$ cat config.mk
export PLATFORM = sky130hd
export DESIGN_NAME = por_sequencer
export DESIGN_NICKNAME = d
export VERILOG_FILES = /design/src/rtl/por_pkg.sv /design/src/rtl/por_sync.sv /design/src/rtl/por_startup.sv /design/src/rtl/por_monitor.sv /design/src/rtl/por_sequencer.sv
export SDC_FILE = /design/constraint.sdc
export NUM_CORES = 1
export LEC_CHECK = 0
export ABC_AREA = 1
export BUFFER_PORTS_ARGS = -buffer_cell sky130_fd_sc_hd__buf_2
export CORE_MARGIN = 3
export CORE_UTILIZATION = 60
export CTS_CLUSTER_SIZE = 25
export DETAILED_ROUTE_END_ITERATION = 6
export PLACE_DENSITY_LB_ADDON = 0.25
export SLEW_MARGIN = 40
export SYNTH_ARGS = -nofsm -noshare
export SYNTH_HDL_FRONTEND = slang
export SYNTH_HIERARCHICAL = 1
export SYNTH_SLANG_ARGS = --single-unit
export TNS_END_PERCENT = 10
$ cat constraint.sdc
create_clock -name clk_i -period 3.6 [get_ports clk_i]
set_input_delay 0 -clock clk_i [delete_from_list [all_inputs] [get_ports clk_i]]
set_output_delay 0 -clock clk_i [all_outputs]
set_load 0.01 [all_outputs]
$ cat src/rtl/por_pkg.sv
package por_pkg;
  typedef enum logic [1:0] {
    ST_HOLD  = 2'd0,
    ST_COUNT = 2'd1,
    ST_RUN   = 2'd2
  } seq_state_e;
endpackage

$ cat src/rtl/por_sync.sv
module por_sync #(
  parameter int WIDTH  = 2,
  parameter int STAGES = 2
) (
  input  logic             clk_i,
  input  logic             rst_ni,
  input  logic [WIDTH-1:0] async_i,
  output logic [WIDTH-1:0] sync_o
);
  for (genvar b = 0; b < WIDTH; b++) begin : g_bit
    logic [STAGES-1:0] chain_q;
    always_ff @(posedge clk_i or negedge rst_ni) begin
      if (!rst_ni) chain_q <= '0;
      else         chain_q <= {chain_q[STAGES-2:0], async_i[b]};
    end
    assign sync_o[b] = chain_q[STAGES-1];
  end
endmodule

$ cat src/rtl/por_startup.sv
module por_startup
  import por_pkg::*;
#(
  parameter int START_CYCLES = 65536
) (
  input  logic clk_i,
  input  logic rst_ni,
  input  logic sup_ok_i,
  output logic core_rst_o,
  output logic osc_en_o,
  output logic running_o,
  output logic release_o
);
  localparam int CW = (START_CYCLES > 1) ? $clog2(START_CYCLES) : 1;
  localparam logic [CW-1:0] LAST = CW'(START_CYCLES - 1);

  seq_state_e state_q, state_d;
  logic [CW-1:0] cnt_q, cnt_d;

  always_comb begin
    state_d = state_q;
    cnt_d   = cnt_q;
    unique case (state_q)
      ST_HOLD: begin
        cnt_d = '0;
        if (sup_ok_i) state_d = ST_COUNT;
      end
      ST_COUNT: begin
        if (!sup_ok_i) begin
          state_d = ST_HOLD;
          cnt_d   = '0;
        end else if (cnt_q == LAST) begin
          state_d = ST_RUN;
        end else begin
          cnt_d = cnt_q + 1'b1;
        end
      end
      ST_RUN: if (!sup_ok_i) state_d = ST_HOLD;
      default: state_d = ST_HOLD;
    endcase
  end

  always_ff @(posedge clk_i or negedge rst_ni) begin
    if (!rst_ni) begin
      state_q <= ST_HOLD;
      cnt_q   <= '0;
    end else begin
      state_q <= state_d;
      cnt_q   <= cnt_d;
    end
  end

  assign core_rst_o = (state_q != ST_RUN);
  assign osc_en_o   = (state_q != ST_HOLD);
  assign running_o  = (state_q == ST_RUN);
  assign release_o  = (state_q == ST_COUNT) && (state_d == ST_RUN);

  // low supply can never lead to a running core on the next edge
  p_no_run_when_low_r1: assert property (@(posedge clk_i) disable iff (!rst_ni)
    !sup_ok_i |=> core_rst_o);
  // a dip during the count goes back to hold
  p_dip_restarts_r3: assert property (@(posedge clk_i) disable iff (!rst_ni)
    (state_q == ST_COUNT && !sup_ok_i) |=> (state_q == ST_HOLD && cnt_q == '0));
  // release only after the last count value
  p_release_full_r2: assert property (@(posedge clk_i) disable iff (!rst_ni)
    $fell(core_rst_o) |-> $past(cnt_q) == LAST);
  // running core is forced back to reset when supply drops
  p_pf_reset_r4: assert property (@(posedge clk_i) disable iff (!rst_ni)
    (running_o && !sup_ok_i) |=> (core_rst_o && !osc_en_o));
endmodule

$ cat src/rtl/por_monitor.sv
module por_monitor (
  input  logic clk_i,
  input  logic rst_ni,
  input  logic stop_i,
  input  logic bg_keep_i,
  input  logic pfi_en_i,
  input  logic por_clr_i,
  input  logic warn_ok_i,
  input  logic running_i,
  input  logic release_i,
  output logic bg_en_o,
  output logic pf_irq_o,
  output logic por_flag_o
);
  logic flag_q;

  assign bg_en_o  = !stop_i || bg_keep_i;
  assign pf_irq_o = running_i && bg_en_o && pfi_en_i && !warn_ok_i;

  always_ff @(posedge clk_i or negedge rst_ni) begin
    if (!rst_ni)        flag_q <= 1'b0;
    else if (release_i) flag_q <= 1'b1;
    else if (por_clr_i) flag_q <= 1'b0;
  end
  assign por_flag_o = flag_q;

  p_flag_sticky_r5: assert property (@(posedge clk_i) disable iff (!rst_ni)
    (por_flag_o && !por_clr_i) |=> por_flag_o);
  p_flag_set_r5: assert property (@(posedge clk_i) disable iff (!rst_ni)
    release_i |=> por_flag_o);
  p_irq_not_in_reset_r7: assert property (@(posedge clk_i) disable iff (!rst_ni)
    !running_i |-> !pf_irq_o);
  p_bg_off_in_stop_r8: assert property (@(posedge clk_i) disable iff (!rst_ni)
    (stop_i && !bg_keep_i) |-> (!bg_en_o && !pf_irq_o));
endmodule

$ cat src/rtl/por_sequencer.sv
module por_sequencer #(
  parameter int START_CYCLES = 65536
) (
  input  logic clk_i,
  input  logic rst_ni,
  input  logic sup_rst_ok_i,
  input  logic sup_warn_ok_i,
  input  logic stop_i,
  input  logic bg_keep_i,
  input  logic pfi_en_i,
  input  logic por_clr_i,
  output logic core_rst_o,
  output logic osc_en_o,
  output logic pf_irq_o,
  output logic por_flag_o,
  output logic bg_en_o
);
  logic [1:0] flags_s;
  logic rst_ok_s, warn_ok_s, sup_ok_eff;
  logic running, release_evt;

  por_sync #(.WIDTH(2), .STAGES(2)) u_sync (
    .clk_i   (clk_i),
    .rst_ni  (rst_ni),
    .async_i ({sup_warn_ok_i, sup_rst_ok_i}),
    .sync_o  (flags_s)
  );
  assign rst_ok_s  = flags_s[0];
  assign warn_ok_s = flags_s[1];

  // monitor blind in stop without keep-alive: treat supply as good
  assign sup_ok_eff = rst_ok_s || !bg_en_o;

  por_startup #(.START_CYCLES(START_CYCLES)) u_startup (
    .clk_i      (clk_i),
    .rst_ni     (rst_ni),
    .sup_ok_i   (sup_ok_eff),
    .core_rst_o (core_rst_o),
    .osc_en_o   (osc_en_o),
    .running_o  (running),
    .release_o  (release_evt)
  );

  por_monitor u_monitor (
    .clk_i      (clk_i),
    .rst_ni     (rst_ni),
    .stop_i     (stop_i),
    .bg_keep_i  (bg_keep_i),
    .pfi_en_i   (pfi_en_i),
    .por_clr_i  (por_clr_i),
    .warn_ok_i  (warn_ok_s),
    .running_i  (running),
    .release_i  (release_evt),
    .bg_en_o    (bg_en_o),
    .pf_irq_o   (pf_irq_o),
    .por_flag_o (por_flag_o)
  );

  p_keepalive_r9: assert property (@(posedge clk_i) disable iff (!rst_ni)
    bg_keep_i |-> bg_en_o);
endmodule

After elaboration in Yosys (flattened, before gate mapping)
Cells that the tools add are included. Widths: inputs -> output; s select.

Flip-flop bits (word level): 23. Bits of input ports: 8. Output and inout bits: 5. Logic and storage cells: 36.

$add $sub $neg: 1. Equal/unequal tests: 6. Muxes and demuxes: 10. Reductions and logical operators: 14.

Operators by type and width (count): $mux 16 (2); $pmux 16 s2 (1); $add 16x1->16 const B (1); $eq 16x16->1 const B (1); $mux 2 (4); $pmux 2 s3 (1); $reduce_bool 2->1 (3); $eq 2x2->1 const B (2); $logic_and 1x1->1 (4); $logic_not 1->1 (3); $ne 3x3->1 const B (1); $eq 2x1->1 const B (1); $logic_not 2->1 (1); $logic_or 1x1->1 (2); $mux 1 (2); $ne 2x2->1 const B (1); $reduce_and 2->1 (1).

Logic depth before layout (Yosys ltp)
Depth in word-level cells: 9. Depth in mapped cells: 11. Gate-level depth less buffers: 10.

By module
Netlist, hierarchy kept.

By module, submodules not included: por_startup (times used 1, cells an instance 177, area each 1232.4 um2, sequential area each 450.4 um2); por_sync (times used 1, cells an instance 6, area each 115.1 um2, sequential area each 100.1 um2); por_monitor (times used 1, cells an instance 9, area each 62.6 um2, sequential area each 25.0 um2); por_sequencer (times used 1, cells an instance 2, area each 7.5 um2, sequential area each 0.0 um2).

Worst setup path before layout
OpenSTA, ideal clock, no wires.

Path type: register to register. Start point: reg u_startup.cnt_q[0]. End point: reg u_startup.cnt_q[5]. Setup time: 0.121 ns. Data arrival time: 1.399 ns. Data required time: 3.479 ns. Slack: 2.079 ns. Stages on the path, launching flop included: 8. Path buffers: 1. Clock period less this slack: 1.521 ns. Cell sequence: dfrtp_1 ha_1 nand3_2 nor3_4 nand4_4 nand2_4 buf_8 o21ai_1.

Word-level cells in the longest chain between the ends: 4. Elaborated cells between the ends (all ways): 7. Those cells by class: add/sub: 1; eq/ne: 2; mux: 3; reduce/logical: 1.

Ends and longest elaborated chain: from (decl) (RTL line por_startup.sv:18) `logic [CW-1:0] cnt_q, cnt_d;`; from (signal assigned) (RTL line por_startup.sv:49) `cnt_q <= cnt_d;`; $add 16x1->16 (RTL line por_startup.sv:35) `cnt_d = cnt_q + 1'b1;`; $mux 16 (RTL line por_startup.sv:32) `end else if (cnt_q == LAST) begin`; $mux 16 (RTL line por_startup.sv:29) `if (!sup_ok_i) begin`; $pmux 16 s2 (RTL line por_startup.sv:23) `unique case (state_q)`.

Several ways; a longest one is shown, not always the timed one. The select of a mux whose other input is x is not followed. A chain may end at the register's enable or synchronous reset.

Final worst setup path
Start point: reg u_startup.cnt_q[1]. End point: reg u_startup.cnt_q[15].

The elaborated chain is that of the path after synthesis.

==> metrics.csv <==
stage,metric,value,unit
floorplanning,Die ar.,2982,µm²
logic_synthesis,post-synth net total,203,
placed_design,post-DP HPWL,2.367,mm
power_and_ir_drop,maximum VDD drop,0.0002189,V
timing,Max Transition Viols Final,0,
logic_synthesis,sequential share of the synthesized area,40.60,%
critical_path,RR Endpoint,u_startup/cnt_q[15],
cells_and_area,n_diodes,0,
clock_network,clk slew on worst S/H paths,0.13,ns
critical_path,worst reg2reg setup slack,1.70,ns
timing,final hold violations,0,
clock_network,root buf cell,clkbuf_4,
logic_synthesis,Netlist cell types,27,
detailed_routing,Total Wirelength,3.240,mm
cells_and_area,final core occ,73.21,%
logic_synthesis,Main synth FF type,dfrtp_1,
placed_design,DP Area,1469,µm²
logic_synthesis,fraction of registers with async set/reset,100.0,%
global_route,grt ovf,0,
clock_network,CTS Buffer Depth,2,
clock_network,CTS tree,done,
global_route,largest net degree at the start of global routing,24,
floorplanning,die span in x,54.61,µm
timing,RSZ-0062 raised after global routing,no,
global_route,initial antenna violation count,0,
clock_network,CTS buffer count,3,
cells_and_area,cell area after layout,1539,µm²
critical_path,worst path required time,3.82,ns
placed_design,Routability Congestion,0.9073,
floorplanning,Die Y,54.61,µm
power_and_ir_drop,PwrDens,278.0,nW/µm²
critical_path,Reg-to-Reg Start,u_startup/cnt_q[1],
cells_and_area,area grow syn2layout,8.562,%
global_route,total track usage,25.09,%
clock_network,Clock H-tree levels,1,
timing,Max Freq,525.9,MHz
critical_path,CP Capture Type,flop,
job,max-cap violation count,0,
cells_and_area,proportion of layout cells with a drive suffix above 1,16.83,%
critical_path,Reg2Reg Depth,8,
detailed_routing,total number of vias,1339,
clock_network,latest clock arrival within the worst-skew pair,0.31,ns
timing,Clock Skew,0.004046,ns
clock_network,Post-CTS Setup Inserts,0,
cells_and_area,FILL cells,164,
global_route,first-pass GRT wire length,5.340,mm
logic_synthesis,Synth Area per Inst,7.307,µm²
timing,final setup violation count,0,
timing,Final Cycle Share,52.82,%
timing,minimum clock period,1.901,ns
detailed_routing,drt pass-1 iters,4,
timing,Rel. slew slack,56.89,%
detailed_routing,Iter 0 DRT Violations,66,
logic_synthesis,Gate Count Post-Synth,194,
floorplanning,initial core utilization,67.44,%
critical_path,CP startpoint kind,flop,
min_path,HP Class,in -> async,
clock_network,TritonCTS Sinks,23,
logic_synthesis,Post-synth EDFFs,0,
detailed_routing,DRC viols,0,
logic_synthesis,#FFs+latches synth,23,
floorplanning,# rows,16,
critical_path,crit path kind,reg -> reg,
logic_synthesis,Post-Synthesis Cell Area,1418,µm²
critical_path,maximum fanout along the worst path,14,
detailed_routing,vias per cell,5.698,
timing,setup tns final,0,ns
timing,worst-margin pin slew,0.6450,ns
critical_path,critical path arrival,2.12,ns
placed_design,IO buf count,12,
detailed_routing,Antenna Nets Post-Route,0,
detailed_routing,Routed wire per std cell,13.79,µm
power_and_ir_drop,P_leak,0.7407,nW
floorplanning,Core Box Area,2102,µm²
cells_and_area,Nets,218,
global_route,vias in the first global route,1241,
status,outcome,"finished, final reports clean",
logic_synthesis,Yosys warnings,6,
floorplanning,I/O pins,13,
==> kinds of logic after synthesis <==
group / Yosys count / share of synthesized area (%)
AND/OR/NAND/NOR: 115 / 39.45
buffers and inverters: 37 / 11.21
flip-flops: 23 / 40.60
AO/OA/AOI/OAI: 18 / 7.855
adder cells (fa/ha/maj): 1 / 0.8825
==> layout make-up <==
class / count / area (µm²) / share of cell area [%]
inverter: 31 / 116.4 / 7.561
tap: 27 / 33.78 / 2.195
multi-input combinational: 134 / 683.2 / 44.39
clock buffer: 3 / 22.52 / 1.463
timing repair buffer: 16 / 100.1 / 6.504
sequential: 23 / 575.6 / 37.40
clock inverter: 1 / 7.507 / 0.4878
==> state kept, by name (all words and copies together), names as in the netlist <==
signal	flops
u_startup/state_q	2
u_sync/g_bit.chain_q	4
u_startup/cnt_q	16
u_monitor/por_flag_o	1
==> Yosys cell counts, types with 3 or more instances <==
master | number | area, µm²
dfrtp_1 | 23 | 575.6
nand3_1 | 14 | 70.07
o21ai_2 | 3 | 26.28
nor3_1 | 3 | 15.01
nand2_2 | 6 | 37.54
nand2_1 | 49 | 183.9
or2_2 | 3 | 18.77
o21ai_1 | 8 | 40.04
nor2_1 | 20 | 75.07
inv_1 | 30 | 112.6
nand4_1 | 13 | 81.33
o21ai_0 | 3 | 15.01
==> cell usage in the layout, fill, tap and decap left out <==
cell type	n
or2_2	3
o21bai_1	2
o21ai_0	3
nor3_1	3
inv_2	1
clkbuf_4	3
nand2_4	1
nand4_4	1
nor3_4	1
nor4_1	1
o21ai_1	8
o21ai_2	3
nand4_1	13
nand2_2	6
clkinvlp_4	1
nor2_2	2
a311oi_1	1
dfrtp_1	23
buf_2	12
inv_1	30
ha_1	1
nor2_1	20
nand3_2	1
o22ai_1	1
nand3_1	14
dlygate4sd3_1	4
nand2_1	49
==> through the flow <==
step           hold WS [ns]  power, mW  instances  setup slack [ns]
6_report             0.1769     0.4279        235             1.699
5_1_grt              0.2168     0.4487        235             1.575
4_1_cts              0.1743     0.4344        235             1.736
3_5_place_dp     -0.0006266     0.3077        227             1.760
3_3_place_gp      -0.009216     0.3057        227             1.840
2_1_floorplan       -0.2956     0.2947        194             2.079
==> repair_timing <==
action	4_1_cts	5_1_grt
resized for setup	0	0
hold endpoints to repair	26	0
hold buffers	4	0
==> critical path, stage by stage (launching register included) <==
cell and delay, ns:
dfrtp_1 0.44, ha_1 0.29, nand3_2 0.16, nor3_4 0.24, nand4_4 0.17, nand2_4 0.25
inv_2 0.13, nand2_1 0.08, nand2_1 0.05
==> per-layer routing <==
layer | GRT usage [%] | vias to the layer above | part of all wire [%]
met5 | 0 | - | 0
met4 | 9.129 | 0 | 0.90
met3 | 2.452 | 6 | 8.1
met2 | 44.69 | 70 | 49
met1 | 30.93 | 612 | 42
li1 | - | 651 | -
==> how the worst max path moves through the flow <==
stage | start | to | slack [ns] | depth (start not counted)
after floorplan | u_startup/cnt_q[0] | u_startup/cnt_q[5] | 2.08 | 7
after global placement | u_startup/cnt_q[0] | u_startup/cnt_q[3] | 1.84 | 8
after detailed placement | u_startup/cnt_q[1] | u_startup/cnt_q[3] | 1.76 | 8
after CTS | u_startup/cnt_q[1] | u_startup/cnt_q[15] | 1.74 | 8
after global routing | u_startup/cnt_q[1] | u_startup/cnt_q[15] | 1.57 | 8
final | u_startup/cnt_q[1] | u_startup/cnt_q[15] | 1.70 | 8
==> power by group <==
group          switching, mW  total (mW)  leakage, nW  internal, mW
sequential           0.00521       0.269        0.307         0.264
combinational         0.0236      0.0374        0.419        0.0138
clock                 0.0791       0.121       0.0139        0.0424
total                  0.108       0.428        0.741         0.320
(Power assumes the default switching activity.)
